<file path="config.mk">
export PLATFORM = sky130hd
export DESIGN_NAME = fcfs_bus_arbiter
export DESIGN_NICKNAME = d
export VERILOG_FILES = /design/src/rtl/fcfs_pkg.sv /design/src/rtl/fcfs_req_sync.sv /design/src/rtl/fcfs_queue_dp.sv /design/src/rtl/fcfs_arb_ctrl.sv /design/src/rtl/fcfs_bus_arbiter.sv
export SDC_FILE = /design/constraint.sdc
export NUM_CORES = 1
export LEC_CHECK = 0
export BUFFER_PORTS_ARGS = -buffer_cell sky130_fd_sc_hd__buf_4
export CAP_MARGIN = 15
export CORE_ASPECT_RATIO = 1.25
export CORE_UTILIZATION = 35
export CTS_BUF_LIST = sky130_fd_sc_hd__clkbuf_8 sky130_fd_sc_hd__clkbuf_16
export DETAILED_ROUTE_END_ITERATION = 16
export MAX_ROUTING_LAYER = met4
export SYNTH_ARGS = -nofsm -noshare
export SYNTH_HDL_FRONTEND = slang
export SYNTH_SLANG_ARGS = --single-unit
export TNS_END_PERCENT = 20
</file>
<file path="constraint.sdc">
create_clock -name clk -period 13.8 [get_ports clk]
set_input_delay 2.76 -clock clk [delete_from_list [all_inputs] [get_ports clk]]
set_output_delay 2.76 -clock clk [all_outputs]
set_load 0.01 [all_outputs]
</file>
<file path="src/rtl/fcfs_pkg.sv">
package fcfs_pkg;
  localparam int ARB_N = 4;
  localparam int ID_W  = $clog2(ARB_N);
  localparam int CNT_W = $clog2(ARB_N + 1);

  typedef logic [ID_W-1:0] reqId_t;

  // strobes from control to the queue datapath
  typedef struct packed {
    logic [ARB_N-1:0] dropMask;   // requesters that withdrew this cycle
    logic [ARB_N-1:0] addMask;    // requesters that arrived this cycle
    logic             firstValid; // a tie winner goes in ahead of the rest
    reqId_t           firstId;
  } qStrobe_t;
endpackage

</file>
<file path="src/rtl/fcfs_req_sync.sv">
module fcfs_req_sync #(
  parameter int WIDTH  = 4,
  parameter int STAGES = 2
) (
  input  logic             clk,
  input  logic             rst_n,
  input  logic [WIDTH-1:0] reqRaw_n,
  output logic [WIDTH-1:0] reqActive
);
  localparam int LAST = STAGES - 1;

  for (genvar b = 0; b < WIDTH; b++) begin : g_line
    logic [STAGES-1:0] chain;
    always_ff @(posedge clk or negedge rst_n) begin
      if (!rst_n) chain <= '1;
      else        chain <= {chain[STAGES-2:0], reqRaw_n[b]};
    end
    assign reqActive[b] = ~chain[LAST];
  end
endmodule

</file>
<file path="src/rtl/fcfs_queue_dp.sv">
module fcfs_queue_dp
  import fcfs_pkg::*;
(
  input  logic             clk,
  input  logic             rst_n,
  input  qStrobe_t         strb,
  output reqId_t           headId,
  output logic [CNT_W-1:0] count,
  output logic [CNT_W-1:0] liveCnt
);
  reqId_t           slot  [ARB_N];
  reqId_t           slotNx[ARB_N];
  logic [CNT_W-1:0] countNx;

  always_comb begin
    int n;
    n = 0;
    for (int i = 0; i < ARB_N; i++) slotNx[i] = slot[i];
    // drop withdrawn entries, keeping the order of the rest
    for (int i = 0; i < ARB_N; i++) begin
      if (i < int'(count) && !strb.dropMask[slot[i]] && n < ARB_N) begin
        slotNx[n[ID_W-1:0]] = slot[i];
        n++;
      end
    end
    liveCnt = CNT_W'(n);
    // tie winner first
    if (strb.firstValid && n < ARB_N) begin
      slotNx[n[ID_W-1:0]] = strb.firstId;
      n++;
    end
    // remaining arrivals in ascending index
    for (int j = 0; j < ARB_N; j++) begin
      if (strb.addMask[j] && !(strb.firstValid && strb.firstId == ID_W'(j)) && n < ARB_N) begin
        slotNx[n[ID_W-1:0]] = ID_W'(j);
        n++;
      end
    end
    countNx = CNT_W'(n);
  end

  always_ff @(posedge clk or negedge rst_n) begin
    if (!rst_n) begin
      count <= '0;
      for (int i = 0; i < ARB_N; i++) slot[i] <= '0;
    end else begin
      count <= countNx;
      for (int i = 0; i < ARB_N; i++) slot[i] <= slotNx[i];
    end
  end

  assign headId = slot[0];

  AST_COUNT_MAX: assert property (@(posedge clk) disable iff (!rst_n)
    count <= CNT_W'(ARB_N)) else $error("queue count above depth");

  AST_LIVE_LE_COUNT: assert property (@(posedge clk) disable iff (!rst_n)
    liveCnt <= count) else $error("live count above stored count");

  AST_NO_DUP: assert property (@(posedge clk) disable iff (!rst_n)
    !((count > 1 && slot[0] == slot[1]) || (count > 2 && (slot[0] == slot[2] || slot[1] == slot[2]))
      || (count > 3 && (slot[0] == slot[3] || slot[1] == slot[3] || slot[2] == slot[3]))))
    else $error("requester queued twice");
endmodule

</file>
<file path="src/rtl/fcfs_arb_ctrl.sv">
module fcfs_arb_ctrl
  import fcfs_pkg::*;
#(
  parameter logic [3:0] LFSR_SEED = 4'b1001
) (
  input  logic             clk,
  input  logic             rst_n,
  input  logic [ARB_N-1:0] reqActive,
  input  logic             en_n,
  input  reqId_t           headId,
  input  logic [CNT_W-1:0] count,
  input  logic [CNT_W-1:0] liveCnt,
  output qStrobe_t         strb,
  output logic [ARB_N-1:0] gntOut_n
);
  logic [ARB_N-1:0] prevActive;
  logic [ARB_N-1:0] arrive;
  logic [ARB_N-1:0] withdraw;
  logic             multi;
  logic [3:0]       lfsr;
  logic             tieHold;
  reqId_t           winner;
  reqId_t           probe;
  logic             found;
  logic             gntOn;

  assign arrive   = reqActive & ~prevActive;
  assign withdraw = ~reqActive & prevActive;
  assign multi    = $countones(arrive) > 1;

  always_comb begin
    winner = '0;
    found  = 1'b0;
    probe  = '0;
    for (int k = 0; k < ARB_N; k++) begin
      probe = lfsr[ID_W-1:0] + ID_W'(k);
      if (!found && arrive[probe]) begin
        winner = probe;
        found  = 1'b1;
      end
    end
  end

  always_comb begin
    strb.dropMask   = withdraw;
    strb.addMask    = arrive;
    strb.firstValid = multi;
    strb.firstId    = winner;
  end

  always_ff @(posedge clk or negedge rst_n) begin
    if (!rst_n) begin
      prevActive <= '0;
      lfsr       <= LFSR_SEED;
      tieHold    <= 1'b0;
    end else begin
      prevActive <= reqActive;
      lfsr       <= {lfsr[2:0], lfsr[3] ^ lfsr[2]};
      tieHold    <= multi && (liveCnt == '0);
    end
  end

  assign gntOn = !en_n && (count != '0) && !tieHold;

  for (genvar g = 0; g < ARB_N; g++) begin : g_gnt
    assign gntOut_n[g] = ~(gntOn && headId == ID_W'(g));
  end

  AST_TIE_WINNER: assert property (@(posedge clk) disable iff (!rst_n)
    tieHold |-> (($past(arrive) >> headId) & 1) != 0)
    else $error("tie winner was not among the arrivals");

  AST_LFSR_LIVE: assert property (@(posedge clk) disable iff (!rst_n)
    lfsr != 4'b0000) else $error("tie-break register stuck at zero");
endmodule

</file>
<file path="src/rtl/fcfs_bus_arbiter.sv">
module fcfs_bus_arbiter
  import fcfs_pkg::*;
#(
  parameter int         SYNC_STAGES = 2,
  parameter logic [3:0] LFSR_SEED   = 4'b1001
) (
  input  logic             clk,
  input  logic             rst_n,
  input  logic [ARB_N-1:0] req_n,
  input  logic             en_n,
  output logic [ARB_N-1:0] gnt_n
);
  logic [ARB_N-1:0] reqActive;
  qStrobe_t         strb;
  reqId_t           headId;
  logic [CNT_W-1:0] count;
  logic [CNT_W-1:0] liveCnt;

  fcfs_req_sync #(.WIDTH(ARB_N), .STAGES(SYNC_STAGES)) u_sync (
    .clk(clk), .rst_n(rst_n), .reqRaw_n(req_n), .reqActive(reqActive));

  fcfs_arb_ctrl #(.LFSR_SEED(LFSR_SEED)) u_ctrl (
    .clk(clk), .rst_n(rst_n), .reqActive(reqActive), .en_n(en_n),
    .headId(headId), .count(count), .liveCnt(liveCnt),
    .strb(strb), .gntOut_n(gnt_n));

  fcfs_queue_dp u_dp (
    .clk(clk), .rst_n(rst_n), .strb(strb),
    .headId(headId), .count(count), .liveCnt(liveCnt));

  AST_GNT_ONEHOT: assert property (@(posedge clk) disable iff (!rst_n)
    $onehot0(~gnt_n)) else $error("two grants active");

  AST_EN_OFF: assert property (@(posedge clk) disable iff (!rst_n)
    en_n |-> (gnt_n == '1)) else $error("grant while enable high");

  AST_GNT_HAS_REQ: assert property (@(posedge clk) disable iff (!rst_n)
    (gnt_n != '1) |-> ((~gnt_n & $past(reqActive)) != '0))
    else $error("grant to a line that was not requesting");
endmodule

</file>
After elaboration in Yosys (flattened, before gate mapping)

Index checks and enable logic that the tools add are counted.
Widths: inputs -> output; s select.

Register bits after elaboration: 28
Bits in latches: 0
RAM bits: 0
Memory bits (read-only): 0
Word-level logic and storage cells: 214
Memories kept: 0

Add/subtract/negate cells: 14
$mul: 0
Div/mod/pow operators: 0
Magnitude comparators: 37
Eq/ne operators: 6
Shift-type cells: 0
Muxes and demuxes: 60
Bitwise gates (word level): 30
Reduce and logical (&&, ||, !) cells: 55

Operators with widths:

| cell                  | number |
|---|---|
| $lt 32x4->1 const B   | 8 |
| $add 32x2->32 const B | 7 |
| $mux 32               | 7 |
| $mux 8                | 8 |
| $logic_and 1x1->1     | 38 |
| $add 32x32->32        | 1 |
| $bwmux 8              | 4 |
| $demux 2 s2           | 8 |
| $gt 32x2->1 const B   | 1 |
| $ge 3x3->1 const B    | 8 |
| $lt 2x3->1 const B    | 8 |
| $lt 3x1->1 const B    | 8 |
| $mux 2                | 12 |
| $not 2->3             | 8 |
| $and 4x4->4           | 4 |
| $bmux 1 s2            | 8 |
| $not 4->4             | 4 |
| $logic_not 1->1       | 13 |
| $mux 1                | 12 |
| $and 8x8->8           | 1 |
| $eq 2x2->1 const B    | 4 |
| $not 1->1             | 8 |
| $not 8->8             | 1 |
| $or 4x4->4            | 2 |
| 13 further kinds      | 19 |

Logic depth before layout (Yosys ltp)

Depth after elaboration: 36
Gate-level depth with buffers: 32
Mapped depth without buffers: 29

Cells and area by module

A second synthesis with hierarchy kept.

Cells, all modules: 270
Area, all modules: 2567.5 µm²

Modules (own cells, without submodules):

| module        | instances | cells each | area each (µm²) | seq. area each (µm²) |
|---|---|---|---|---|
| fcfs_queue_dp | 1         | 217        | 1854.3          | 275.3 |
| fcfs_arb_ctrl | 1         | 41         | 488.0           | 227.7 |
| fcfs_req_sync | 1         | 12         | 225.2           | 210.2 |

Least setup slack after synthesis

Ideal clock, no wire load.

Path type: register to register
Start point: reg u_sync.g_line[3].chain[1]
End point: reg u_dp.count[1]
Library setup time: 125 ps
Data arrival time: 6128 ps
Data required time: 13675 ps
Slack: 7547 ps
Cell stages (with the launch flop): 27
Buffers on the path: 3
Cells stage by stage: dfstp_2 > buf_2 > nand2_1 > mux4_2 > nor2b_1 > buf_6 > ha_1 > clkbuf_1 > inv_1 > xnor2_1 > inv_1 > ha_1 > mux2_2 > ha_1 > and3b_1 > a21o_1 > ha_1 > and2b_1 > nor2_1 > ha_1 > nand2_1 > a31oi_1 > a311o_1 > a2111oi_4 > mux2_2 > ha_1 > mux2_2

Cells in the longest elaborated chain, start to end: 32

Ends and longest elaborated chain:

| element                      | line                | text |
|---|---|---|
| from (decl)                  | fcfs_req_sync.sv:13 | `logic [STAGES-1:0] chain;` |
| from (signal assigned)       | fcfs_req_sync.sv:16 | `else chain <= {chain[STAGES-2:0], reqRaw_n[b]};` |
| $not 1->1 (*)                | fcfs_req_sync.sv:18 | `assign reqActive[b] = ~chain[LAST];` |
| $not 4->4                    | fcfs_arb_ctrl.sv:28 | `assign withdraw = ~reqActive & prevActive;` |
| $and 4x4->4                  | fcfs_arb_ctrl.sv:28 |  |
| $bmux 1 s2                   | fcfs_queue_dp.sv:21 | `if (i < int'(count) && !strb.dropMask[slot[i]] && n < ARB_N) begin` |
| $mux 1 (implied by the code) | fcfs_queue_dp.sv:21 |  |
| $logic_not 1->1              | fcfs_queue_dp.sv:21 |  |
| $logic_and 1x1->1            | fcfs_queue_dp.sv:21 |  |
| $mux 1                       | fcfs_queue_dp.sv:21 |  |
| [... 17 more ...]            | -                   |  |
| $mux 32                      | fcfs_queue_dp.sv:34 | `if (strb.addMask[j] && !(strb.firstValid && strb.firstId == ID_W'(j)) && n < ARB_N) begin` |
| $lt 32x4->1                  | fcfs_queue_dp.sv:34 |  |
| $logic_and 1x1->1            | fcfs_queue_dp.sv:34 |  |
| $mux 32                      | fcfs_queue_dp.sv:34 |  |
| $lt 32x4->1                  | fcfs_queue_dp.sv:34 |  |
| $logic_and 1x1->1            | fcfs_queue_dp.sv:34 |  |
| $mux 3 (*)                   | fcfs_queue_dp.sv:34 |  |
| named net u_dp.countNx[1]    | fcfs_queue_dp.sv:13 | `logic [CNT_W-1:0] countNx;` |
| to (signal assigned)         | fcfs_queue_dp.sv:47 | `count <= countNx;` |
| to (decl)                    | fcfs_queue_dp.sv:8  | `output logic [CNT_W-1:0] count,` |

The timed path passes the listed nets; every way through them passes the cells marked *. The select of a mux whose other input is x is not followed.

==> results.cfg <==
[timing]
tightest_slew_ns = 0.906
setup-tns-final_ns = 0
clock_skew_ns = 0.0201
hold_viol = 0
rsz0062_at_grt = no
setup_violations = 0
fmax_mhz = 154
fin_crit_sh_pct = 47.2
relSlewSlack_pct = 38.8
drv_slew = 0
finalCriticalPeriod_ns = 6.51

[place]
dp_hpwl_microns = 5040
place_congestion = 1.01
port_buffers = 10
place_inst = 371

[die]
core_sq_mm = 0.00706
start_util_pct = 36.5
die_h_microns = 98.0
io_pins = 11
dieWidth_microns = 78.8
rows = 34
die_area_sq_mm = 0.00772

[logic_synthesis]
syn-instance-count = 281
async_flop_share_pct = 100
synth_area_sq_mm = 0.00258
synth.distinct_cells = 76
ys.flop_type = dfrtp_1
synth_nets = 316
synth-edff-count = 0
synth_area_per_cell_sq_um = 9.18
synth_seq_cells = 28
ys.warnings.count = 0
synth_seq_area_share_pct = 27.7

[run]
maxCapViolations = 0

[clock_tree]
clockRootBuffer = clkbuf_8
cts_tree = built
cts_resized = 0
postCtsSetupRepairBufs = 0
insertion_delay_ns = 0.29
clkTransAtPathRegs_ns = 0.12
clock_path_buffers = 2
cts_buffers = 3
clock-sinks = 28
hold_buffers = 0
cts_max_level = 1

[drt]
postRouteAntennaNets = 0
vias_per_cell = 5.67
drc_errors = 0
vias = 2125
wl_per_cell_microns = 16.6
first_pass_iters = 5
drt_wl_total_microns = 6210
dr.first_iter.drc_count = 130

[setup_path]
path_class = reg -> reg
cpLargestDelayFamily = adder cells
critPathBufInv = 3
cp.arrival_ns = 6.69
endpoint_kind = flop
required_ns = 13.97
crit_path_max_incr_delay_ns = 0.67
crit_slowest_cell = dfstp_2
cp-start-kind = flop
crit_top_cell = ha_1
path_max_fanout = 10

[finish]
syn2layout_area_growth_pct = 7.76
final_nets = 321
fillers = 758
final_common_cell = nand2_1
multi_input_area_sq_mm = 0.00172
layout_common_cells = nand2_1 (33), ha_1 (27), inv_1 (21)
diodes = 0
ff_latch_area_sq_um = 713
instances_no_fill = 375
drive_gt1_share_pct = 19.6

[grt]
grt_pass1_vias = 2123
met2_usage_pct = 29.9
grtUsageMet3_pct = 1.68
met1_usage_pct = 21.3
grt.overflow.total = 0
grt_pass1_wl_microns = 10500
antenna_found_initial = 0
grt_usage_pct = 17.9
grt_max_degree = 29
busiest_layer = met2

[outcome]
outcome = finished clean

[hold_path]
holdCritPathClass = reg -> reg
-- final cells by class --
type                       count  area share [%]
clock buffer                   4            2.39
inverter                      24            3.24
multi-input combinational    219            62.0
sequential                    28            25.7
tap                           90            4.05
timing repair buffer          10            2.70
-- synth_stat cells, drive strengths merged (2+ instances only) --
library cell | count | area share [%]
a211oi | 3 | 1.3
a21o | 3 | 0.87
a21oi | 5 | 0.97
a22o | 2 | 0.68
a22oi | 2 | 0.58
a31oi | 6 | 1.5
and2 | 3 | 0.73
and3 | 2 | 0.49
buf | 6 | 1.5
clkbuf | 4 | 0.58
dfrtp | 18 | 17
dfstp | 10 | 10
ha | 27 | 13
inv | 24 | 3.5
mux2 | 5 | 2.2
mux2i | 6 | 2.3
nand2 | 35 | 5.5
nand2b | 3 | 0.73
nand3 | 17 | 3.5
nand3b | 2 | 0.58
nand4 | 3 | 0.73
nor2 | 15 | 2.6
nor3 | 12 | 2.7
nor4 | 3 | 1.3
o211ai | 3 | 0.87
o21ai | 12 | 2.3
o22ai | 4 | 0.97
o311ai | 3 | 1.3
o31ai | 2 | 0.78
o32ai | 3 | 2.0
or2 | 4 | 1.1
or3 | 2 | 0.49
xnor2 | 6 | 3.1
xor2 | 3 | 1.0
-- path summary, 6_finish.rpt --
kind	from	endpoint	slack (ns)	cells past startpoint
worst max-delay path	u_sync.g_line[3].chain[1]$_DFF_PN1_	u_dp.headId[1]$_DFF_PN0_	7.29	25
worst min-delay path	u_sync.g_line[0].chain[0]$_DFF_PN1_	u_sync.g_line[0].chain[1]$_DFF_PN1_	0.36	0
worst max register to register	u_sync.g_line[3].chain[1]$_DFF_PN1_	u_dp.headId[1]$_DFF_PN0_	7.29	25
worst min register to register	u_sync.g_line[0].chain[0]$_DFF_PN1_	u_sync.g_line[0].chain[1]$_DFF_PN1_	0.36	0
max in group asynchronous	rst_n	u_sync.g_line[1].chain[1]$_DFF_PN1_	11.09	1
min in group asynchronous	rst_n	u_dp.count[2]$_DFF_PN0_	2.38	1
-- worst reg2reg max path, stage by stage, from the launching register on --
cell and delay, ns:
dfstp_2 0.67, nand2_1 0.07, mux4_2 0.46, nor2b_1 0.22, ha_1 0.44, inv_1 0.14
xnor2_1 0.24, inv_1 0.10, ha_1 0.29, mux2_2 0.30, ha_1 0.28, and3b_1 0.20
a21o_1 0.19, ha_1 0.28, and2b_1 0.22, nor2_1 0.08, ha_1 0.22, nand2_1 0.07
a31oi_1 0.04, a311o_1 0.41, a2111oi_4 0.49, xnor2_1 0.21, xnor2_2 0.17, inv_2 0.09
ha_1 0.20, a221o_1 0.34
-- metrics by stage --
step	instance area [sq um]	worst slack (ns)	hold slack [ns]	util (%)
floorplan	2580	7.55	0.345	-
global placement	2710	7.37	0.350	38.4
detailed placement	2710	7.31	0.348	38.4
CTS	2780	7.28	0.363	39.4
global route	2780	6.85	0.368	39.4
finish	2780	7.29	0.361	39.4
-- cells by family (layout without fill, tap and decap cells) --
logic type	after synthesis	count (layout)	synth area share, %
AOI/OAI and AO/OA	65	65	21.9
muxes	12	12	5.39
DFF	28	28	27.7
xor gates and xnor gates	9	9	4.08
buffers and inverters	34	38	5.58
and+or+nand+nor	105	105	21.5
adders and majority gates	28	28	13.9
-- routing by layer --
layer	wire length, microns	vias to the layer above
met4	201	0
met2	3200	53
li1	-	1027
met5	0	-
met3	156	16
met1	2650	1029
-- state kept, by name, summed over array words and instances, names as in the netlist --
signal               count
u_ctrl.lfsr              4
u_ctrl.prevActive        4
u_ctrl.tieHold           1
u_dp.count               3
u_dp.headId              2
u_dp.slot                6
u_sync.g_line.chain      8
Power is left out: the tool's default activity adds up to more than one toggle a clock period on the data nets, which glitch-free logic cannot reach.
